==> src/rtl/cec_sb_pkg.sv <==
package cec_sb_pkg;

  // tick counter width and adjustment width
  localparam int CW    = 8;
  localparam int ADJ_W = 3;

  typedef logic [CW-1:0]    cnt_t;
  typedef logic [ADJ_W-1:0] adj_t;

  typedef enum logic [1:0] {
    SB_IDLE = 2'd0,
    SB_LOW  = 2'd1,
    SB_HIGH = 2'd2
  } sb_state_e;

  // captured acceptance windows, in ticks since the opening fall
  typedef struct packed {
    cnt_t rise_lo;
    cnt_t rise_hi;
    cnt_t per_lo;
    cnt_t per_hi;
  } win_t;

  // bound moved toward the opening fall
  function automatic cnt_t pull_in(cnt_t base, adj_t adj);
    return base - cnt_t'(adj);
  endfunction

  // bound moved away from the opening fall
  function automatic cnt_t push_out(cnt_t base, adj_t adj);
    return base + cnt_t'(adj);
  endfunction

  // counter step that sticks at all-ones
  function automatic cnt_t sat_inc(cnt_t v);
    return (v == '1) ? v : v + cnt_t'(1);
  endfunction

  function automatic logic in_span(cnt_t v, cnt_t lo, cnt_t hi);
    return (v >= lo) && (v <= hi);
  endfunction

endpackage

==> src/rtl/cec_sb_sync.sv <==
module cec_sb_sync #(
  parameter int STAGES = 2
) (
  input  logic clk,
  input  logic rst_n,
  input  logic tick,
  input  logic line_raw,
  output logic fall,
  output logic rise
);

  logic [STAGES-1:0] sh_q;
  logic              prev_q;
  logic              line_s;

  assign line_s = sh_q[STAGES-1];

  generate
    if (STAGES == 1) begin : g_one
      always_ff @(posedge clk or negedge rst_n) begin
        if (!rst_n) sh_q <= '1;
        else        sh_q <= line_raw;
      end
    end else begin : g_chain
      always_ff @(posedge clk or negedge rst_n) begin
        if (!rst_n) sh_q <= '1;
        else        sh_q <= {sh_q[STAGES-2:0], line_raw};
      end
    end
  endgenerate

  always_ff @(posedge clk or negedge rst_n) begin
    if (!rst_n)    prev_q <= 1'b1;
    else if (tick) prev_q <= line_s;
  end

  assign fall = tick & prev_q & ~line_s;
  assign rise = tick & ~prev_q & line_s;

endmodule

==> src/rtl/cec_sb_window.sv <==
module cec_sb_window
  import cec_sb_pkg::*;
#(
  parameter int RISE_EARLY_BASE = 115,
  parameter int RISE_LATE_BASE  = 128,
  parameter int PER_SHORT_BASE  = 141,
  parameter int PER_LONG_BASE   = 154
) (
  input  logic clk,
  input  logic rst_n,
  input  logic load,
  input  adj_t adj_rise_early,
  input  adj_t adj_rise_late,
  input  adj_t adj_per_short,
  input  adj_t adj_per_long,
  output win_t win_q
);

  localparam cnt_t RE_B = cnt_t'(RISE_EARLY_BASE);
  localparam cnt_t RL_B = cnt_t'(RISE_LATE_BASE);
  localparam cnt_t PS_B = cnt_t'(PER_SHORT_BASE);
  localparam cnt_t PL_B = cnt_t'(PER_LONG_BASE);

  win_t win_c;

  always_comb begin
    win_c.rise_lo = pull_in (RE_B, adj_rise_early);
    win_c.rise_hi = push_out(RL_B, adj_rise_late);
    win_c.per_lo  = pull_in (PS_B, adj_per_short);
    win_c.per_hi  = push_out(PL_B, adj_per_long);
  end

  always_ff @(posedge clk or negedge rst_n) begin
    if (!rst_n) begin
      win_q <= '{rise_lo: RE_B, rise_hi: RL_B, per_lo: PS_B, per_hi: PL_B};
    end else if (load) begin
      win_q <= win_c;
    end
  end

endmodule

==> src/rtl/cec_sb_fsm.sv <==
module cec_sb_fsm
  import cec_sb_pkg::*;
(
  input  logic clk,
  input  logic rst_n,
  input  logic en,
  input  logic tick,
  input  logic fall,
  input  logic rise,
  input  logic msg_open,
  input  win_t win,
  output logic load,
  output logic busy,
  output logic ok_q,
  output logic err_q,
  output logic restart_q
);

  sb_state_e st_q, st_d;
  cnt_t      cnt_q, cnt_d, elapsed;
  logic      pass, fail;

  always_comb begin
    st_d    = st_q;
    cnt_d   = cnt_q;
    load    = 1'b0;
    pass    = 1'b0;
    fail    = 1'b0;
    elapsed = sat_inc(cnt_q);
    if (!en) begin
      st_d = SB_IDLE;
    end else if (tick) begin
      case (st_q)
        SB_IDLE: begin
          if (fall) begin
            st_d  = SB_LOW;
            cnt_d = '0;
            load  = 1'b1;
          end
        end
        SB_LOW: begin
          cnt_d = elapsed;
          if (rise) begin
            if (in_span(elapsed, win.rise_lo, win.rise_hi)) st_d = SB_HIGH;
            else                                             fail = 1'b1;
          end else if (elapsed > win.rise_hi) begin
            fail = 1'b1;
          end
        end
        SB_HIGH: begin
          cnt_d = elapsed;
          if (fall) begin
            if (in_span(elapsed, win.per_lo, win.per_hi)) pass = 1'b1;
            else                                           fail = 1'b1;
          end else if (elapsed > win.per_hi) begin
            fail = 1'b1;
          end
        end
        default: st_d = SB_IDLE;
      endcase
      if (pass || fail) st_d = SB_IDLE;
    end
  end

  always_ff @(posedge clk or negedge rst_n) begin
    if (!rst_n) begin
      st_q      <= SB_IDLE;
      cnt_q     <= '0;
      ok_q      <= 1'b0;
      err_q     <= 1'b0;
      restart_q <= 1'b0;
    end else begin
      st_q      <= st_d;
      cnt_q     <= cnt_d;
      ok_q      <= pass;
      err_q     <= fail & ~msg_open;
      restart_q <= pass & msg_open;
    end
  end

  assign busy = (st_q != SB_IDLE);

endmodule

==> src/rtl/cec_start_validator.sv <==
module cec_start_validator
  import cec_sb_pkg::*;
#(
  parameter int SYNC_STAGES     = 2,
  parameter int RISE_EARLY_BASE = 115,
  parameter int RISE_LATE_BASE  = 128,
  parameter int PER_SHORT_BASE  = 141,
  parameter int PER_LONG_BASE   = 154
) (
  input  logic             clk,
  input  logic             rst_n,
  input  logic             en,
  input  logic             tick,
  input  logic             cec_line,
  input  logic             msg_open,
  input  logic [ADJ_W-1:0] adj_rise_early,
  input  logic [ADJ_W-1:0] adj_rise_late,
  input  logic [ADJ_W-1:0] adj_per_short,
  input  logic [ADJ_W-1:0] adj_per_long,
  output logic             start_ok,
  output logic             start_err,
  output logic             restart_err
);

  // named internal events, visible to the bound checker
  logic fall_ev;
  logic rise_ev;
  logic win_load;
  logic busy;
  win_t win_q;

  cec_sb_sync #(.STAGES(SYNC_STAGES)) u_sync (
    .clk      (clk),
    .rst_n    (rst_n),
    .tick     (tick),
    .line_raw (cec_line),
    .fall     (fall_ev),
    .rise     (rise_ev)
  );

  cec_sb_window #(
    .RISE_EARLY_BASE (RISE_EARLY_BASE),
    .RISE_LATE_BASE  (RISE_LATE_BASE),
    .PER_SHORT_BASE  (PER_SHORT_BASE),
    .PER_LONG_BASE   (PER_LONG_BASE)
  ) u_win (
    .clk            (clk),
    .rst_n          (rst_n),
    .load           (win_load),
    .adj_rise_early (adj_rise_early),
    .adj_rise_late  (adj_rise_late),
    .adj_per_short  (adj_per_short),
    .adj_per_long   (adj_per_long),
    .win_q          (win_q)
  );

  cec_sb_fsm u_fsm (
    .clk       (clk),
    .rst_n     (rst_n),
    .en        (en),
    .tick      (tick),
    .fall      (fall_ev),
    .rise      (rise_ev),
    .msg_open  (msg_open),
    .win       (win_q),
    .load      (win_load),
    .busy      (busy),
    .ok_q      (start_ok),
    .err_q     (start_err),
    .restart_q (restart_err)
  );

endmodule

==> config.mk <==
export PLATFORM = sky130hd
export DESIGN_NAME = cec_start_validator
export DESIGN_NICKNAME = d
export VERILOG_FILES = /design/src/rtl/cec_sb_pkg.sv /design/src/rtl/cec_sb_sync.sv /design/src/rtl/cec_sb_window.sv /design/src/rtl/cec_sb_fsm.sv /design/src/rtl/cec_start_validator.sv
export SDC_FILE = /design/constraint.sdc
export NUM_CORES = 1
export LEC_CHECK = 0
export BUFFER_PORTS_ARGS = -buffer_cell sky130_fd_sc_hd__buf_2
export CELL_PAD_IN_SITES_DETAIL_PLACEMENT = 1
export CELL_PAD_IN_SITES_GLOBAL_PLACEMENT = 2
export CORE_ASPECT_RATIO = 0.8
export CORE_MARGIN = 4
export CORE_UTILIZATION = 39
export CTS_CLUSTER_SIZE = 24
export DETAILED_ROUTE_END_ITERATION = 12
export HOLD_SLACK_MARGIN = 0.15
export PLACE_DENSITY_LB_ADDON = 0.3
export SETUP_SLACK_MARGIN = 0.1
export SLEW_MARGIN = 25
export SYNTH_ARGS = -nofsm -noshare
export SYNTH_HDL_FRONTEND = slang
export SYNTH_SLANG_ARGS = --single-unit
==> constraint.sdc <==
create_clock -name clk -period 6.6 [get_ports clk]
set_input_delay 0.66 -clock clk [delete_from_list [all_inputs] [get_ports clk]]
set_output_delay 0.66 -clock clk [all_outputs]
set_load 0.05 [all_outputs]
Word level (Yosys, flattened, before mapping)
Cells that the tools add are included.
- flip-flop bits (word level): 48
- word-level logic and storage cells: 80
- add/subtract/negate cells: 5
- order comparisons: 6
- eq/ne operators: 9
- multiplexer cells: 32
- bitwise logic cells: 9
- reduce and logical (&&, ||, !) cells: 8
- operator list (operator ; number):
    $mux 1 ; 21
    $add 8x3->8 const A ; 2
    $ge 8x8->1 ; 2
    $gt 8x8->1 ; 2
    $le 8x8->1 ; 2
    $mux 8 ; 2
    $pmux 8 s2 ; 1
    $mux 2 ; 6
    $add 8x1->8 const B ; 1
    $eq 8x8->1 const B ; 1
    $ne 4x3->1 const B ; 2
    $sub 7x3->8 const A ; 1
    $sub 8x3->8 const A ; 1
    $and 1x1->1 ; 6
    $pmux 2 s3 ; 1
    $reduce_and 5->1 ; 1
    $ne 4x2->1 const B ; 1
    $reduce_and 4->1 ; 1
    $ne 3x2->1 const B ; 1
    $not 1->1 ; 3
    $eq 2x1->1 const B ; 1
    $eq 2x2->1 const B ; 1
    $logic_and 1x1->1 ; 2
    $logic_not 2->1 ; 1
    6 further kinds ; 6

Depth between registers and ports, before layout
Gate-level depths: netlist of the first run.
- word-level depth: 13
- gate-level depth with buffers: 16

By module
A second synthesis of the first run with hierarchy kept.
- cells, all modules: 275
- area, all modules: 2652.5 µm²
- modules (own cells, without submodules) (module ; times used ; cells an instance ; area each (µm²) ; sequential area each (µm²)):
    cec_sb_fsm ; 1 ; 206 ; 1724.2 ; 325.3
    cec_sb_window ; 1 ; 63 ; 814.5 ; 410.4
    cec_sb_sync ; 1 ; 6 ; 113.9 ; 78.8

Least setup slack after synthesis of the first run
Ideal clock, no wire load.
- path type: register -> register
- start: register u_fsm.cnt_q[0]
- end: register u_fsm.st_q[0]
- setup time: 79 ps
- data arrival time: 3105 ps
- setup slack: 3415 ps
- cell stages (with the launch flop): 15
- cells stage by stage: dfrtp_1 > ha_1 > and4_4 > buf_6 > nand2_1 > mux2_2 > ha_1 > nor2b_1 > o21a_1 > o21ai_0 > a41o_2 > nand3_1 > a221o_1 > a31oi_2 > mux2i_1
- longest elaborated chain between the ends: 13
- RTL lines (element ; RTL line ; source):
    start, declared ; cec_sb_fsm.sv:20 ; cnt_t cnt_q, cnt_d, elapsed;
    start signal, assigned ; cec_sb_fsm.sv:74 ; cnt_q <= cnt_d;
    $add 8x1->8 / $eq 8x8->1 (equally long branches) ; cec_sb_pkg.sv:36 ; return (v == '1) ? v : v + cnt_t'(1);
    $mux 8 (*) ; cec_sb_pkg.sv:36 ;
    parallel branches: the longest is 11 deep, another holds $ge 8x8->1 ; n/a ;
    end signal, assigned ; cec_sb_fsm.sv:73 ; st_q <= st_d;
    end, declared ; cec_sb_fsm.sv:19 ; sb_state_e st_q, st_d;
Mark *: on every way between the ends. The select of a mux whose other input is x is not followed.
A chain may end at the register's enable or synchronous reset.

Worst setup path in the final report of the first run
Ends and elaborated chain as after synthesis.

==> results of run 1 <==
[path summary, 6_finish.rpt]
| check | endpoint | slack [ns] | startpoint |
|---|---|---|---|
| min in group asynchronous | u_fsm.st_q[1] | 0.43 | rst_n |
| worst min-delay path | u_sync.sh_q[1] | 0.37 | u_sync.sh_q[0] |
| worst min register to register | u_sync.sh_q[1] | 0.37 | u_sync.sh_q[0] |
| worst max-delay path | u_fsm.st_q[0] | 3.21 | u_fsm.cnt_q[0] |
| worst max register to register | u_fsm.st_q[0] | 3.21 | u_fsm.cnt_q[0] |
| max in group asynchronous | u_fsm.cnt_q[5] | 5.69 | rst_n |
[metrics by stage]
stage	util [%]	instances	worst slack, ns	hold WS (ns)	power, uW
floorplan	-	218	3.42	0.345	336
global placement	43.3	295	3.26	0.345	371
detailed placement	43.3	295	3.20	0.357	377
CTS	45.2	303	3.18	0.367	539
global route	45.2	303	2.82	0.370	575
finish	45.2	303	3.21	0.367	530
[where the power goes]
group | internal [uW] | leakage, uW | switching (uW)
registers | 236 | 0.000395 | 15.2
clock network | 83.2 | 0.0000510 | 76.0
logic | 49.8 | 0.000612 | 69.1
total | 369 | 0.00106 | 160
[area by class of cell]
| cell class | instances | share of cell area [%] |
|---|---|---|
| multi-input combinational | 160 | 48.1 |
| clock inverter | 2 | 0.445 |
| timing repair buffer | 21 | 4.78 |
| clock buffer | 6 | 3.67 |
| inverter | 20 | 3.34 |
| sequential | 32 | 36.2 |
| tap | 62 | 3.45 |
[cells by family (layout without fill, tap and decap cells)]
kind of cell    after synthesis  after routing  synth area share, %
flops                        32             32                 40.7
simple gates                 76             76                 18.7
mux                           4              4                 2.12
xor+xnor                      2              2                 1.25
compound gates               53             53                 16.4
fa+ha+maj                    25             25                 15.6
buf+inv                      26             49                 5.25
[placed cells by master (no fill, tap or decap), types with 2 or more instances in the layout]
cell type,synthesis,final
nand2_1,33,33
o21ai_0,25,25
ha_1,25,25
dfrtp_1,21,21
buf_2,0,20
inv_1,19,19
nand3_1,15,15
dfstp_2,11,11
a21oi_1,10,10
nor2_1,7,7
clkbuf_8,0,6
a31oi_1,3,3
nand4_1,3,3
nand2b_1,3,3
mux2_2,2,2
nor3_1,2,2
mux2i_1,2,2
and2_1,2,2
nor2b_1,2,2
a31oi_2,2,2
o31ai_1,2,2
clkinv_2,0,2
[flip-flops by register name (all words and copies together), names as in the netlist]
| register | flops |
|---|---|
| u_win.win_q | 16 |
| u_fsm.cnt_q | 8 |
| u_fsm.st_q | 2 |
| u_sync.sh_q | 2 |
| u_fsm.err_q | 1 |
| u_fsm.ok_q | 1 |
| u_fsm.restart_q | 1 |
| u_sync.prev_q | 1 |
[layer usage]
metal | global-route usage (%) | vias up
li1 | - | 804
met1 | 23.7 | 758
met2 | 24.5 | 19
met3 | 3.97 | 6
met4 | 6.54 | 0
met5 | 0 | -
[critical path, stage by stage, from the launching register on]
cell and delay [ns]:
dfrtp_1 0.46, ha_1 0.28, and4_4 0.18, a211o_2 0.32, xor2_2 0.23, inv_2 0.07, ha_1 0.31, a21oi_1 0.21
o211ai_1 0.12, a21boi_0 0.37, o21ai_0 0.17, a31oi_2 0.27, a31oi_2 0.14, mux2i_1 0.14
==> out/results.ini, run 1 <==
[route]
ant_nets = 0
top_layer = met4
dr.pass1.iters = 4
wl_met3_um = 147
routed_wl_um = 4490
drt_iter0_markers = 36
vias = 1587
m1WireLength_um = 2290
drc = 0
vias_per_cell = 5.24
met2_length_um = 1990
routedWlPerCell_um = 14.8

[cts]
ctsHoldBuffers = 0
cts_root_buffer = clkbuf_8
numCtsBuffers = 5
htreeDepth = 2
clock_path_buffers = 2
cts_sinks = 32
cts_setup_buffers = 0
cts.reportedPaths.clkPinSlew_ns = 0.07
cts_tree = built
ctsResizeCount = 0
clk_latency_ns = 0.29

[grt]
grt-ovfl-total = 0
grt_pass1_vias = 1671
antenna_found_initial = 0
grt_max_degree = 33
grt_use_total_pct = 16.7
grt_pass1_wl_um = 8110

[power]
powerDensity_nw_per_um2 = 235
ir_drop_mv = 0.135
p_leak_uw = 0.00106

[die]
die_area_um2 = 6350
start_util_pct = 40.2
ios = 21
die_x_um = 88.1
placementRows = 23
die_h_um = 72.1
core-area_um2 = 4980

[setup_path]
reg2reg_depth = 13
crit_arrival_ns = 3.56
critPathKind = flop to flop
worstPathRequired_ns = 6.77
cp-start-kind = flop
cp_max_fo = 7
crit_path_end_kind = flop

[placement]
port_buffers = 20
place_congestion = 0.805
dpl_cell_area_um2 = 2160
dp_hpwl_um = 3360

[flow_run]
cap_violations = 0

[yosys]
synth_most_common_cell = nand2_1
synth_area_per_cell_um2 = 9.18
synthTopCellsByArea = dfrtp_1 26%, ha_1 16%, dfstp_2 14%
yosysWarnings = 0
synth_edf_count = 0
netlist_instances = 218
ys_types = 44
synthTopCellsByCount = 33 x nand2_1, 25 x ha_1, 25 x o21ai_0
synth-seq-area-share_pct = 40.7
synth.net_count = 261
synth_ff_type = dfrtp_1
synthArstFlopShare_pct = 100
synth_area_um2 = 2000
synth_top_area_share_pct = 26.3
ys_ff_latch = 32
yosysTopAreaCell = dfrtp_1

[timing]
max_freq_ghz = 0.295
max_slew.worst_pin.slew_ns = 0.745
setup_viol = 0
min_period_ns = 3.39
final-hold-violation-count = 0
slew-limit-headroom_pct = 50.4
finalSetupTns_ns = 0
drv_slew = 0
clock_skew_ns = 0.00715
period_share_pct = 51.4
rsz0062_at_grt = false

[cells_and_area]
finalInstanceArea_um2 = 2250
drive_gt1_share_pct = 21.6
n_fill_cell = 599
multi_input_area_um2 = 1080
antenna_cells = 0
fin_nets = 283
area_growth_syn_to_layout_pct = 12.4
seqCellArea_um2 = 815

[min_path]
holdCritPathClass = flop to flop
hold_depth = 0

[status]
outcome = finished clean

No activity file was read; power rests on OpenSTA's default activity.
==> run 2: changes to the inputs <==
--- a/config.mk
+++ b/config.mk
@@ -5,12 +5,13 @@
 export SDC_FILE = /design/constraint.sdc
 export NUM_CORES = 1
 export LEC_CHECK = 0
+export ABC_AREA = 1
 export BUFFER_PORTS_ARGS = -buffer_cell sky130_fd_sc_hd__buf_2
 export CELL_PAD_IN_SITES_DETAIL_PLACEMENT = 1
 export CELL_PAD_IN_SITES_GLOBAL_PLACEMENT = 2
 export CORE_ASPECT_RATIO = 0.8
 export CORE_MARGIN = 4
-export CORE_UTILIZATION = 39
+export CORE_UTILIZATION = 31
 export CTS_CLUSTER_SIZE = 24
 export DETAILED_ROUTE_END_ITERATION = 12
 export HOLD_SLACK_MARGIN = 0.15
==> constraint.sdc (replaced) <==
create_clock -name clk -period 2.8 [get_ports clk]
set_input_delay 0.28 -clock clk [delete_from_list [all_inputs] [get_ports clk]]
set_output_delay 0.28 -clock clk [all_outputs]
set_load 0.05 [all_outputs]
==> run 2 against run 1 <==
Final cell count is 30% higher; fmax is 30% higher; register-to-register slack worse by 3.0 ns; sequential share of layout area is 5.5 points lower; synthesized area is 3.6% higher; sequential cell count stayed put; worst setup slack worse by 3.0 ns; via count is 14% higher; final area is 18% higher; combinational power grew to 13 times the previous value; critical path type unchanged.
==> out/results.ini, run 2 <==
[die]
ios = 21  ; unchanged
placementRows = 26  ; was 23
die_x_um = 99.5  ; was 88.1 um
core-area_um2 = 6440  ; was 4980 um2
die_h_um = 81.2  ; was 72.1 um
start_util_pct = 32.2  ; was 40.2%
die_area_um2 = 8070  ; was 6350 um2

[power]
finalPower_uw = 2800  ; was 530 uW
powerDensity_nw_per_um2 = 1050  ; was 235 nW/um2
ir_drop_mv = 0.360  ; was 0.135 mV
p_leak_uw = 0.00137  ; was 0.00106 uW
p_int_uw = 1590  ; was 369 uW
p_comb_share_pct = 55.5  ; was 22.4%
p_clk_share_pct = 15.9  ; was 30.1%
power.switching_uw = 1210  ; was 160 uW
seqPwrFrac_pct = 28.6  ; was 47.5%
p_sw_share_pct = 43.1  ; was 30.3%

[yosys]
synthTopCellsByCount = 74 x nand2_1, 44 x inv_1, 25 x ha_1  ; was 33 x nand2_1, 25 x ha_1, 25 x o21ai_0
synth_most_common_cell = nand2_1  ; unchanged
synth_area_per_cell_um2 = 7.89  ; was 9.18 um2
synth_edf_count = 0  ; unchanged
ys_types = 31  ; was 44
synth-seq-area-share_pct = 39.3  ; was 40.7%
synthTopCellsByArea = dfrtp_1 25%, ha_1 15%, dfstp_2 14%  ; was dfrtp_1 26%, ha_1 16%, dfstp_2 14%
synth_ff_type = dfrtp_1  ; unchanged
synthArstFlopShare_pct = 100  ; unchanged
yosysWarnings = 0  ; unchanged
synth_top_area_share_pct = 25.3  ; was 26.3%
ys_ff_latch = 32  ; unchanged
netlist_instances = 263  ; was 218
synth_area_um2 = 2070  ; was 2000 um2
yosysTopAreaCell = dfrtp_1  ; unchanged
synth.net_count = 306  ; was 261

[setup_path]
worstPathRequired_ns = 2.98  ; was 6.77 ns
cpPeakStageDelay_ns = 0.43  ; was 0.46 ns
critPathKind = flop to flop  ; unchanged
cp-start-kind = flop  ; unchanged
crit_path_end_kind = flop  ; unchanged
slowest_stage = dfrtp_1  ; unchanged
cp_max_fo = 4  ; was 7
crit_arrival_ns = 2.80  ; was 3.56 ns
worstPathCellList = ha_4 > nand3_4 > inv_2 > nand2_4 > buf_4 > nand2_1 > ha_1 > a21oi_2 > o21ai_0 > nand2_1 > nand2_1 > nand2_1 > nand2_1 > nand2_1 > nand4_1 > nand2_1 > inv_1 > nand3_2 > nand2_2 > nand2_1 > nand2_1  ; was ha_1 > and4_4 > a211o_2 > xor2_2 > inv_2 > ha_1 > a21oi_1 > o211ai_1 > a21boi_0 > o21ai_0 > a31oi_2 > a31oi_2 > mux2i_1
timing.critical_path.mode_cell = nand2_1

[timing]
drv_slew = 0  ; unchanged
setup_viol = 0  ; unchanged
finalSetupTns_ns = 0  ; unchanged
max_freq_ghz = 0.382  ; was 0.295 GHz
min_period_ns = 2.62  ; was 3.39 ns
slew-limit-headroom_pct = 49.5  ; was 50.4%
final-hold-violation-count = 0  ; unchanged
period_share_pct = 93.4  ; was 51.4%
rsz0062_at_grt = true  ; was false
max_slew.worst_pin.slew_ns = 0.758  ; was 0.745 ns
clock_skew_ns = 0.00459  ; was 0.00715 ns

[cts]
cts.reportedPaths.clkPinSlew_ns = 0.07  ; about the same
numCtsBuffers = 5  ; unchanged
clock_path_buffers = 2  ; unchanged
cts_sinks = 32  ; unchanged
cts_tree = built  ; unchanged
htreeDepth = 2  ; unchanged
clk_latency_ns = 0.29  ; about the same
cts_root_buffer = clkbuf_8  ; unchanged

[route]
vias = 1808  ; was 1,587
ant_nets = 0  ; unchanged
drt_iter0_markers = 16  ; was 36
routed_wl_um = 5250  ; was 4490 um
dr.pass1.iters = 3  ; was 4
routedWlPerCell_um = 13.3  ; was 14.8 um
vias_per_cell = 4.60  ; was 5.24
drc = 0  ; unchanged

[grt]
antenna_found_initial = 0  ; unchanged
grt-ovfl-total = 0  ; unchanged
grt_pass1_wl_um = 9150  ; was 8110 um
grt_max_degree = 33  ; unchanged
grt_pass1_vias = 1898  ; was 1,671
grt_use_total_pct = 14.6  ; was 16.7%

[cells_and_area]
top_register = u_win.win_q  ; unchanged
largest_reg_flops = 16  ; unchanged
antenna_cells = 0  ; unchanged
area_growth_syn_to_layout_pct = 28.0  ; was 12.4%
fin_nets = 351  ; was 283
drive_gt1_share_pct = 28.2  ; was 21.6%
largestRegisters = u_win.win_q x16, u_fsm.cnt_q x8  ; unchanged
mostFrequentLayoutCell = nand2_1  ; unchanged
final_cell_mix = 70 x nand2_1, 42 x inv_1, 21 x ha_1, 21 x dfrtp_1, 20 x buf_2  ; was 33 x nand2_1, 25 x o21ai_0, 25 x ha_1, 21 x dfrtp_1, 20 x buf_2

[placement]
dp_hpwl_um = 4040  ; was 3360 um
place_congestion = 0.785  ; was 0.805
port_buffers = 20  ; unchanged

[flow_run]
cap_violations = 0  ; unchanged

[min_path]
holdCritPathClass = primary input to flop  ; was flop to flop

[status]
outcome = finished clean  ; unchanged

-- run 2: changes by cell type after synthesis, moves of 3 or more --
cell,before,now
a21oi_1,10,7
clkbuf_1,5,2
inv_1,19,44
nand2_1,33,74
nand2_2,0,8
nand2b_1,3,0
nand3_1,15,8
nor2_1,7,12
o21ai_0,25,16
o22ai_1,1,5
-- run 2: worst max-delay path: cells and delay by family, from the launching register on --
| kind | cells | cell delay, ns |
|---|---|---|
| AO/OA/AOI/OAI | 2 | 0.23 |
| adder cells (fa/ha/maj) | 2 | 0.53 |
| buffers and inverters | 3 | 0.22 |
| flip-flops | 1 | 0.43 |
| AND/OR/NAND/NOR | 14 | 1.10 |
-- run 2: timing repair --
action                                 CTS  global route
gates resized for setup                 10            13
endpoints found under the hold margin   26             0
pin swaps                                0            15
hold buffers                             6             0
setup endpoints to repair                3             5
setup buffers                            1             3
-- run 2: final timing paths --
kind	from	end	slack, ns	depth (start not counted)
min in group asynchronous	rst_n	u_win.win_q[9]	0.60	2
max in group asynchronous	rst_n	u_win.win_q[27]	1.72	2
min	adj_rise_late[0]	u_win.win_q[16]	0.19	3
max	u_fsm.cnt_q[1]	u_fsm.st_q[0]	0.18	21
min reg2reg	u_sync.sh_q[0]	u_sync.sh_q[1]	0.36	0
max reg2reg	u_fsm.cnt_q[1]	u_fsm.st_q[0]	0.18	21
-- run 2: stage by stage --
step,hold WS [ns],setup WS [ns],util (%),instances,area [um2]
2_1_floorplan,-0.0156,0.289,-,263,2070
3_3_place_gp,0.354,0.0415,36.4,375,2350
3_5_place_dp,0.350,-0.0125,36.4,375,2350
4_1_cts,0.178,0.121,39.9,390,2570
5_1_grt,0.185,-0.0506,41.2,393,2660
6_report,0.189,0.185,41.2,393,2660
-- run 2: logic make-up (layout without fill, tap and decap cells) --
kind of cell | count (synthesis) | after routing | synth area share (%)
xor gates and xnor gates | 1 | 1 | 0.422
buffers and inverters | 48 | 94 | 8.69
DFF | 32 | 32 | 39.3
AOI/OAI and AO/OA | 37 | 37 | 10.3
adders and majority gates | 25 | 25 | 15.1
and+or+nand+nor | 120 | 120 | 26.3
-- run 2: power by group through the flow --
| stage | clock network [uW] | logic, uW | registers, uW |
|---|---|---|---|
| floorplan | 0 | 977 | 783 |
| global placement | 0 | 1370 | 792 |
| detailed placement | 0 | 1410 | 800 |
| CTS | 468 | 1520 | 790 |
| global route | 497 | 1790 | 829 |
| finish | 445 | 1550 | 801 |
-- run 2: per-layer routing --
layer | vias to the layer above | track usage [%] | routed length, um
li1 | 931 | - | -
met1 | 852 | 19.7 | 2700
met2 | 19 | 22.9 | 2340
met3 | 6 | 3.35 | 125
met4 | 0 | 5.32 | 82
met5 | - | 0 | 0
-- run 2: final cells by class --
cell class                      instances  area (um2)
Timing Repair Buffer                   40         265
Clock buffer                            6        72.6
Sequential cell                        32         815
Clock inverter                          2        35.0
Fill cell                             813        3780
Inverter                               46         175
Multi-Input combinational cell        183        1190
Tap cell                               84         105
